$ cat config.mk
export PLATFORM = sky130hd
export DESIGN_NAME = sgp_port
export DESIGN_NICKNAME = d
export VERILOG_FILES = /design/src/rtl/sgp_pkg.sv /design/src/rtl/sgp_sync.sv /design/src/rtl/sgp_regs.sv /design/src/rtl/sgp_pinmux.sv /design/src/rtl/sgp_port.sv
export SDC_FILE = /design/constraint.sdc
export NUM_CORES = 1
export LEC_CHECK = 0
export BUFFER_PORTS_ARGS = -buffer_cell sky130_fd_sc_hd__buf_4
export CAP_MARGIN = 20
export CORE_UTILIZATION = 47
export DETAILED_ROUTE_END_ITERATION = 12
export PLACE_DENSITY = 0.76
export SYNTH_ARGS = -nofsm -noshare
export SYNTH_HDL_FRONTEND = slang
export SYNTH_SLANG_ARGS = --single-unit
$ cat constraint.sdc
create_clock -name clk -period 1.9 [get_ports clk]
set_clock_uncertainty 0.2 [all_clocks]
set_input_delay 0.57 -clock clk [delete_from_list [all_inputs] [get_ports clk]]
set_output_delay 0.57 -clock clk [all_outputs]
set_load 0.02 [all_outputs]
$ cat src/rtl/sgp_pkg.sv
package sgp_pkg;
  localparam int PORT_W  = 8;
  localparam int ADDR_W  = 2;
  localparam int SPI_N   = 4;
  localparam int SYNC_N  = 2;

  localparam logic [ADDR_W-1:0] A_DATA = 2'd0;
  localparam logic [ADDR_W-1:0] A_DIR  = 2'd1;
  localparam logic [ADDR_W-1:0] A_CTRL = 2'd2;

  localparam logic [PORT_W-1:0] CTRL_MASK  = 8'h0D;
  localparam logic [PORT_W-1:0] CTRL_RESET = 8'h08;
  localparam int CTRL_PU_BIT = 3;

  localparam int PIN_RX0 = 0;
  localparam int PIN_TX0 = 1;
  localparam int PIN_RX1 = 2;
  localparam int PIN_TX1 = 3;
  localparam int PIN_SPI0 = 4;

  typedef enum logic [1:0] {ROLE_GPIO, ROLE_SER_RX, ROLE_SER_TX, ROLE_SPI} pin_role_e;

  function automatic pin_role_e role_of(input int idx);
    if (idx == PIN_RX0 || idx == PIN_RX1) return ROLE_SER_RX;
    if (idx == PIN_TX0 || idx == PIN_TX1) return ROLE_SER_TX;
    if (idx >= PIN_SPI0 && idx < PIN_SPI0 + SPI_N) return ROLE_SPI;
    return ROLE_GPIO;
  endfunction
endpackage

$ cat src/rtl/sgp_sync.sv
module sgp_sync #(
  parameter int W      = 8,
  parameter int STAGES = 2
) (
  input  logic         clk,
  input  logic         rst_n,
  input  logic [W-1:0] d,
  output logic [W-1:0] q
);
  logic [W-1:0] stage_q [STAGES];

  always_ff @(posedge clk or negedge rst_n) begin
    if (!rst_n) begin
      for (int s = 0; s < STAGES; s++) stage_q[s] <= '0;
    end else begin
      stage_q[0] <= d;
      for (int s = 1; s < STAGES; s++) stage_q[s] <= stage_q[s-1];
    end
  end

  assign q = stage_q[STAGES-1];
endmodule

$ cat src/rtl/sgp_regs.sv
module sgp_regs
  import sgp_pkg::*;
(
  input  logic              clk,
  input  logic              rst_n,
  input  logic [ADDR_W-1:0] addr,
  input  logic              wr,
  input  logic [PORT_W-1:0] wdata,
  input  logic [PORT_W-1:0] port_view,
  output logic [PORT_W-1:0] rdata,
  output logic [PORT_W-1:0] dir_q,
  output logic [PORT_W-1:0] latch_q,
  output logic              pu_en
);
  logic [PORT_W-1:0] ctrl_q;

  always_ff @(posedge clk or negedge rst_n) begin
    if (!rst_n) begin
      dir_q   <= '0;
      latch_q <= '0;
      ctrl_q  <= CTRL_RESET;
    end else if (wr) begin
      unique case (addr)
        A_DATA:  latch_q <= wdata;
        A_DIR:   dir_q   <= wdata;
        A_CTRL:  ctrl_q  <= wdata & CTRL_MASK;
        default: ;
      endcase
    end
  end

  always_comb begin
    unique case (addr)
      A_DATA:  rdata = port_view;
      A_DIR:   rdata = dir_q;
      A_CTRL:  rdata = ctrl_q;
      default: rdata = '0;
    endcase
  end

  assign pu_en = ctrl_q[CTRL_PU_BIT];
endmodule

$ cat src/rtl/sgp_pinmux.sv
module sgp_pinmux
  import sgp_pkg::*;
(
  input  logic              loop_mode,
  input  logic              spi_en,
  input  logic              spi_master,
  input  logic              sci0_tx,
  input  logic              sci1_tx,
  input  logic [SPI_N-1:0]  spi_out,
  input  logic [PORT_W-1:0] dir_q,
  input  logic [PORT_W-1:0] latch_q,
  input  logic              pu_en,
  output logic [PORT_W-1:0] oe,
  output logic [PORT_W-1:0] dout,
  output logic [PORT_W-1:0] pu
);
  for (genvar i = 0; i < PORT_W; i++) begin : g_pin
    localparam pin_role_e ROLE = role_of(i);
    if (ROLE == ROLE_SER_RX) begin : g_rx
      assign oe[i]   = loop_mode & dir_q[i];
      assign dout[i] = latch_q[i];
    end else if (ROLE == ROLE_SER_TX) begin : g_tx
      logic tx_val;
      assign tx_val  = (i == PIN_TX0) ? sci0_tx : sci1_tx;
      assign oe[i]   = loop_mode ? dir_q[i] : 1'b1;
      assign dout[i] = loop_mode ? latch_q[i] : tx_val;
    end else if (ROLE == ROLE_SPI) begin : g_spi
      localparam int J = i - PIN_SPI0;
      logic spi_drives;
      logic spi_input;
      assign spi_drives = (J == 0) ? ~spi_master : spi_master;
      assign spi_input  = spi_en & ~spi_drives;
      assign oe[i]      = ~spi_input & dir_q[i];
      assign dout[i]    = (spi_en & spi_drives & dir_q[i]) ? spi_out[J] : latch_q[i];
    end else begin : g_gpio
      assign oe[i]   = dir_q[i];
      assign dout[i] = latch_q[i];
    end
    assign pu[i] = pu_en & ~oe[i];
  end
endmodule

$ cat src/rtl/sgp_port.sv
module sgp_port
  import sgp_pkg::*;
(
  input  logic              clk,
  input  logic              rst_n,
  input  logic [ADDR_W-1:0] reg_addr,
  input  logic              reg_wr,
  input  logic [PORT_W-1:0] reg_wdata,
  output logic [PORT_W-1:0] reg_rdata,
  input  logic              loop_mode,
  input  logic              spi_en,
  input  logic              spi_master,
  input  logic              sci0_tx,
  input  logic              sci1_tx,
  input  logic [SPI_N-1:0]  spi_out,
  input  logic [PORT_W-1:0] pin_in,
  output logic [PORT_W-1:0] pin_out,
  output logic [PORT_W-1:0] pin_oe,
  output logic [PORT_W-1:0] pin_pu,
  output logic              sci0_rx,
  output logic              sci1_rx,
  output logic [SPI_N-1:0]  spi_in
);
  logic [PORT_W-1:0] pad_sync;
  logic [PORT_W-1:0] dir_q;
  logic [PORT_W-1:0] latch_q;
  logic [PORT_W-1:0] port_view;
  logic              pu_en;

  sgp_sync #(.W(PORT_W), .STAGES(SYNC_N)) u_sync (
    .clk(clk), .rst_n(rst_n), .d(pin_in), .q(pad_sync)
  );

  assign port_view = (pin_oe & latch_q) | (~pin_oe & pad_sync);

  sgp_regs u_regs (
    .clk(clk), .rst_n(rst_n), .addr(reg_addr), .wr(reg_wr), .wdata(reg_wdata),
    .port_view(port_view), .rdata(reg_rdata), .dir_q(dir_q), .latch_q(latch_q),
    .pu_en(pu_en)
  );

  sgp_pinmux u_mux (
    .loop_mode(loop_mode), .spi_en(spi_en), .spi_master(spi_master),
    .sci0_tx(sci0_tx), .sci1_tx(sci1_tx), .spi_out(spi_out),
    .dir_q(dir_q), .latch_q(latch_q), .pu_en(pu_en),
    .oe(pin_oe), .dout(pin_out), .pu(pin_pu)
  );

  assign sci0_rx = pad_sync[PIN_RX0];
  assign sci1_rx = pad_sync[PIN_RX1];
  assign spi_in  = pad_sync[PIN_SPI0 +: SPI_N];
endmodule

==> flow_summary.yaml, run 1 <==
status:
  status: "aborted with a tool error"
  stop_stage: "global routing (5_1_grt)"
  stop_error: "[ERROR DPL-0033] detailed placement checks failed during check placement."
die:
  num_rows: 20
  initial_utilization_pct: 51.0
  io_pins: 68
  die_w_um: 60.2
  die_y_um: 60.2
logic_synthesis:
  yosys_warnings: 0
  yosysSeqAreaShare_pct: 55.0
  yosysUniqueCellTypes: 24
  synth_top_area_share_pct: 53.4
  synthCells: 130
  yosysMostFrequentCell: "dfrtp_1"
  yosysTopAreaCell: "dfrtp_1"
  synth_area_leaders: "dfrtp_1, mux2_2, mux2_4"
  synth_area_sq_um: 1590
  synth_edf_count: 0
  synth_nets: 160
  ys_top_cells_by_count: "dfrtp_1, mux2_2, nor2_1"
  synth_flop_cell: "dfrtp_1"
  ys_ff_latch: 35
  async_reset_ff_share_pct: 100
  synth.avg_cell_area_sq_um: 12.3
clock_network:
  clock-sinks: 35
  cts_max_level: 2
  cts_buffers: 5
  cts-root-buf: "clkbuf_4"
  clk_path_buf_depth: 2
grt:
  grt_start_max_net_pins: 36
  antenna_found_initial: 0
placed_design:
  routabilityCongestion: 0.843
  port_buffers: 67
  post-dp-hpwl_um: 3060
timing:
  grt-worst-endpoint: "pin_pu[7]"
  worst-ep-kind: "primary output"
-- stage by stage --
step	setup TNS, ns	instance area (sq um)	hold slack [ns]	worst slack [ns]	instances
after CTS	-4.90	2820	0.128	-0.288	263
after detailed placement	-5.75	2430	0.135	-0.309	247
after floorplan	-0.159	1830	0.0744	-0.0453	130
after global placement	-5.33	2430	0.131	-0.287	247
-- repair_timing --
action / 4_1_cts
endpoints found under the hold margin: 27
resized for setup: 61
hold buffers: 1
endpoints found under the setup margin: 29
pin swaps: 20
setup buffers: 7
-- cell families after synthesis --
logic type | count (synthesis) | synth area share (%)
buffers and inverters | 14 | 5.26
flip-flops | 35 | 55.0
AND/OR/NAND/NOR | 35 | 11.1
multiplexers | 28 | 21.4
AO/OA/AOI/OAI | 18 | 7.14
==> inputs of run 2 (changes only) <==
CORE_UTILIZATION = 35   (was 47)
PLACE_DENSITY = unset   (was 0.76)
PLACE_DENSITY_LB_ADDON = 0.15   (was unset)
==> flow_summary.yaml, run 2 <==
status:
  status: "finished, violations left"
  violations: "negative setup slack"
placed_design:
  dp_cells: 251
  post-dp-hpwl_um: 3030
  routabilityCongestion: 0.830
  port_buffers: 67
route:
  drt_iter0_drc: 56
  ant_nets: 0
  wirelength_um: 4510
  dr_total_vias: 1333
  drcViolationCount: 0
  viasPerCell: 4.99
  drt-pass1-iter-count: 4
  wire_per_inst_um: 16.9
pwr:
  p_leak_nw: 1.32
  clkPwrFrac_pct: 21.4
  irDropWorstVdd_v: 0.000437
  intPower_mw: 1.66
  power_density_nw_per_um2: 863
  swShare_pct: 33.4
  p_switching_uw: 833
  seqPwrFrac_pct: 37.4
  comb_power_share_pct: 41.2
clock_network:
  clk_path_buf_depth: 2
  clock-sinks: 35
  cts_tree: "yes"
  path_clk_slew_ns: 0.08
  cts_hold_buffers: 0
  clock_latency_ns: 0.29
  cts_buffers: 5
  cts-root-buf: "clkbuf_8"
  cts_max_level: 2
logic_synthesis:
  synth_area_leaders: "dfrtp_1, mux2_2, mux2_4"
  synth.avg_cell_area_sq_um: 12.3
  synthAdderAreaFrac_pct: 0
  synth_compound_area_share_pct: 7.14
  yosysTopAreaCell: "dfrtp_1"
  synth_top_family_by_area: "multiplexers"
  synth_flop_cell: "dfrtp_1"
  synth_area_sq_um: 1590
  yosysMostFrequentCell: "dfrtp_1"
  ys_ff_latch: 35
  synth-simple-area-share_pct: 11.1
  ys_top_cells_by_count: "dfrtp_1, mux2_2, nor2_1"
  yosysSeqAreaShare_pct: 55.0
  synth_top_area_share_pct: 53.4
  synthCells: 130
  synth_mux_area_share_pct: 21.4
  synth_edf_count: 0
  yosysUniqueCellTypes: 24
  yosys_warnings: 0
  synthXorXnorAreaFrac_pct: 0
  synth_nets: 160
  async_reset_ff_share_pct: 100
layout:
  drive_above_1_share_pct: 74.4
  stdcell_count: 267
  fin_nets: 244
  num_antenna_cells: 0
  syn_to_final_growth_pct: 81.0
  final_common_cell: "buf_4"
  fin_util_pct: 66.3
  layout_common_cells: "buf_4, dfrtp_1, buf_6"
worst_setup_path:
  critPathSlowestCell: "nor2b_4"
  path_cells: "buf_8, buf_12, nor2b_4, nor2_4, o32ai_4, buf_6"
  cp_data_required_time_ns: 1.13
  arrival_ns: 1.37
  end_kind: "output port"
  path_buf_inv: 3
  critPathTopFamily: "buffers and inverters"
  r2r_slack_ns: 0.78
  crit_path_max_incr_delay_ns: 0.21
  path_max_fanout: 4
  start_kind: "primary input"
  path_class: "in2out"
flow_run:
  max_cap_viol_count: 0
die:
  initial_utilization_pct: 36.6
  dieArea_sq_um: 4830
  die_w_um: 69.5
  core-area_sq_um: 4350
  io_pins: 68
  num_rows: 24
  die_y_um: 69.5
timing:
  finalHoldViolCount: 0
  relSlewSlack_pct: 70.3
  layout_setup_ws_ns: -0.243
  final_max_slew_viol_count: 0
  holdWs_ns: 0.0217
  fin_crit_sh_pct: 113
  max_freq_mhz: 467
  rsz0062_at_grt: "yes"
  setup_violations: 26
  period_minus_slack_ns: 2.14
  tightest_slew_ns: 0.446
grt:
  grt_start_max_net_pins: 36
  grt_pass1_wl_um: 7300
  grt_pass1_vias: 1427
  grt_use_total_pct: 19.8
  grt-ovfl-total: 0
  antenna_found_initial: 0
worst_hold_path:
  hold_class: "in2async"
-- run 2: cell counts after synthesis --
Identical to the previous run, type by type.
-- run 2: path summary, 6_finish.rpt --
path | from | depth (start not counted) | to
max | spi_master | 6 | reg_rdata[6]
min | rst_n | 1 | u_sync.stage_q[10]
max reg2reg | u_regs.dir_q[3] | 2 | u_regs.dir_q[3]
min reg2reg | u_sync.stage_q[13] | 0 | u_sync.q[5]
max in group asynchronous | rst_n | 1 | u_regs.ctrl_q[3]
min in group clk | u_sync.stage_q[13] | 0 | u_sync.q[5]
-- run 2: layout make-up --
class	instances	area, sq um
clock inverters	2	12.5
multi-input cells	81	973
clock buffers	6	72.6
fillers	317	1470
repair buffers	86	866
well taps	52	65.1
inverters	5	18.8
flip-flops and latches	35	877
-- run 2: cells by family (layout without fill, tap and decap cells) --
logic type | Yosys count | after routing
AOI/OAI and AO/OA | 18 | 18
DFF | 35 | 35
buffers and inverters | 14 | 99
muxes | 28 | 28
and+or+nand+nor | 35 | 35
-- run 2: worst reg2reg max path, delay by kind of cell, from the launching register on --
kind,cells,cell delay (ns)
buf+inv,1,0.15
mux,1,0.25
flops,1,0.41
-- run 2: metrics by stage --
stage / power, mW / worst slack (ns) / cell area (sq um) / setup TNS (ns)
2_1_floorplan: 1.45 / -0.0453 / 1830 / -0.159
3_3_place_gp: 1.76 / -0.292 / 2430 / -5.71
3_5_place_dp: 1.77 / -0.297 / 2430 / -5.96
4_1_cts: 2.45 / -0.246 / 2810 / -4.55
5_1_grt: 2.61 / -0.278 / 2890 / -5.48
6_report: 2.49 / -0.243 / 2890 / -4.48
-- run 2: what timing repair did --
item | in CTS | in global routing
pin swaps | 16 | 4
buffers inserted | 4 | 3
gates resized for setup | 54 | 12
cloned | 1 | 0
setup endpoints to repair | 29 | 28
-- run 2: routing by layer --
| metal | routed length [um] | global-route usage (%) |
|---|---|---|
| met3 | 194 | 4.80 |
| met1 | 1890 | 25.8 |
| met4 | 70 | 7.48 |
| met5 | 0 | 0 |
| met2 | 2360 | 31.9 |
-- run 2: power by group through the flow --
stage	sequential (mW)	combinational [mW]	clock, mW
2_1_floorplan	0.910	0.537	0
3_3_place_gp	0.926	0.830	0
4_1_cts	0.925	0.982	0.547
3_5_place_dp	0.931	0.842	0
5_1_grt	0.943	1.08	0.585
6_report	0.932	1.03	0.533
Note: power is estimated with default switching activity, not from simulation.
==> inputs of run 3 (changes only) <==
clock period = 2.48 ns   (was 1.9 ns; I/O delays follow)
==> flow_summary.yaml, run 3 (same netlist as run 2, synthesis figures left out) <==
grt:
  grt_start_max_net_pins: 36
  grt_use_total_pct: 17.3
  antenna_found_initial: 0
  grt-ovfl-total: 0
  grt_pass1_wl_um: 6530
  grt_pass1_vias: 1369
worst_setup_path:
  end_kind: "output port"
  path_max_fanout: 4
  arrival_ns: 1.53
  cp_data_required_time_ns: 1.54
  start_kind: "primary input"
  r2r_cells: 1
  path_class: "in2out"
pwr:
  p_leak_nw: 1.20
  intPower_mw: 1.21
  swShare_pct: 30.5
  power_density_nw_per_um2: 705
  comb_power_share_pct: 34.8
  seqPwrFrac_pct: 40.3
  clkPwrFrac_pct: 25.0
  irDropWorstVdd_v: 0.000498
  p_switching_uw: 533
placed_design:
  routabilityCongestion: 0.796
  place_ws_ns: -0.0905
  port_buffers: 67
  post-dp-hpwl_um: 2890
timing:
  fin_crit_sh_pct: 99.7
  layout_setup_ws_ns: 0.00776
  tightest_slew_ns: 0.433
  holdWs_ns: 0.153
  period_minus_slack_ns: 2.47
  max_freq_mhz: 404
  rsz0062_at_grt: "yes"
  finalHoldViolCount: 0
  finalSetupTns_ns: 0
  relSlewSlack_pct: 71.1
  setup_violations: 0
  final_max_slew_viol_count: 0
die:
  num_rows: 24
  die_w_um: 69.5
  die_y_um: 69.5
  dieArea_sq_um: 4830
  core-area_sq_um: 4350
  io_pins: 68
  initial_utilization_pct: 36.6
clock_network:
  cts_tree: "yes"
  clock_latency_ns: 0.28
  cts_max_level: 2
  path_clk_slew_ns: 0.06
  clock-sinks: 35
  cts_buffers: 5
  cts-root-buf: "clkbuf_8"
  clk_path_buf_depth: 2
route:
  dr_total_vias: 1253
  wirelength_um: 3900
  wire_per_inst_um: 14.9
  drt-pass1-iter-count: 4
  drcViolationCount: 0
  viasPerCell: 4.80
  drt_iter0_drc: 26
  ant_nets: 0
layout:
  drive_above_1_share_pct: 68.4
  multi_input_comb_area_sq_um: 776
  fin_util_pct: 56.9
  num_antenna_cells: 0
  fillers: 373
  syn_to_final_growth_pct: 55.5
  layout_common_cells: "buf_4, dfrtp_1, mux2_2"
  fin_nets: 238
  final_common_cell: "buf_4"
  seqCellArea_sq_um: 877
worst_hold_path:
  hold_depth: 0
  hold_class: "reg2reg"
flow_run:
  max_cap_viol_count: 0
status:
  status: "completed"
[run 3: power groups by stage]
stage	Clock, mW	Sequential (mW)	Combinational, mW
finish	0.437	0.704	0.608
detailed placement	0	0.706	0.546
CTS	0.451	0.699	0.579
global route	0.478	0.713	0.648
floorplan	0	0.691	0.317
global placement	0	0.703	0.540
[run 3: worst max-delay path, stage by stage]
cell,delay (ns)
buf_8,0.08
nand2b_4,0.13
buf_6,0.11
a21oi_2,0.05
o32ai_2,0.21
buf_4,0.18
[run 3: repair_timing]
item,CTS,global route
setup buffers,0,0
hold buffers,0,0
gates resized for setup,24,24
hold endpoints to repair,0,0
pin swaps,6,9
setup endpoints to repair,11,16
[run 3: path summary, 6_finish.rpt]
check,start,to,slack (ns)
max reg2reg,u_regs.latch_q[7],u_regs.latch_q[7],1.49
min in group asynchronous,rst_n,u_sync.stage_q[12],0.21
max in group asynchronous,rst_n,u_regs.ctrl_q[3],1.53
min,u_sync.stage_q[9],u_sync.q[1],0.15
max,spi_master,reg_rdata[5],0.008
min reg2reg,u_sync.stage_q[9],u_sync.q[1],0.15
[run 3: per-stage QoR]
| stage | std cells | total power [mW] | area [sq um] |
|---|---|---|---|
| 2_1_floorplan | 130 | 1.01 | 1590 |
| 3_3_place_gp | 254 | 1.24 | 2200 |
| 3_5_place_dp | 254 | 1.25 | 2200 |
| 4_1_cts | 261 | 1.73 | 2390 |
| 5_1_grt | 261 | 1.84 | 2480 |
| 6_report | 261 | 1.75 | 2480 |
[run 3: routing by layer]
layer	global-route usage (%)	vias up	wire length (um)
met5	0	-	0
met4	3.40	0	35
met3	4.65	5	222
met2	30.0	46	2020
met1	21.6	604	1620
li1	-	598	-
[run 3: area by class of cell]
| cell class | instances | area share, % |
|---|---|---|
| inverter | 5 | 0.757 |
| timing repair buffer | 80 | 25.9 |
| tap | 52 | 2.62 |
| sequential | 35 | 35.4 |
| multi-input combinational | 81 | 31.3 |
| clock buffer | 8 | 4.04 |
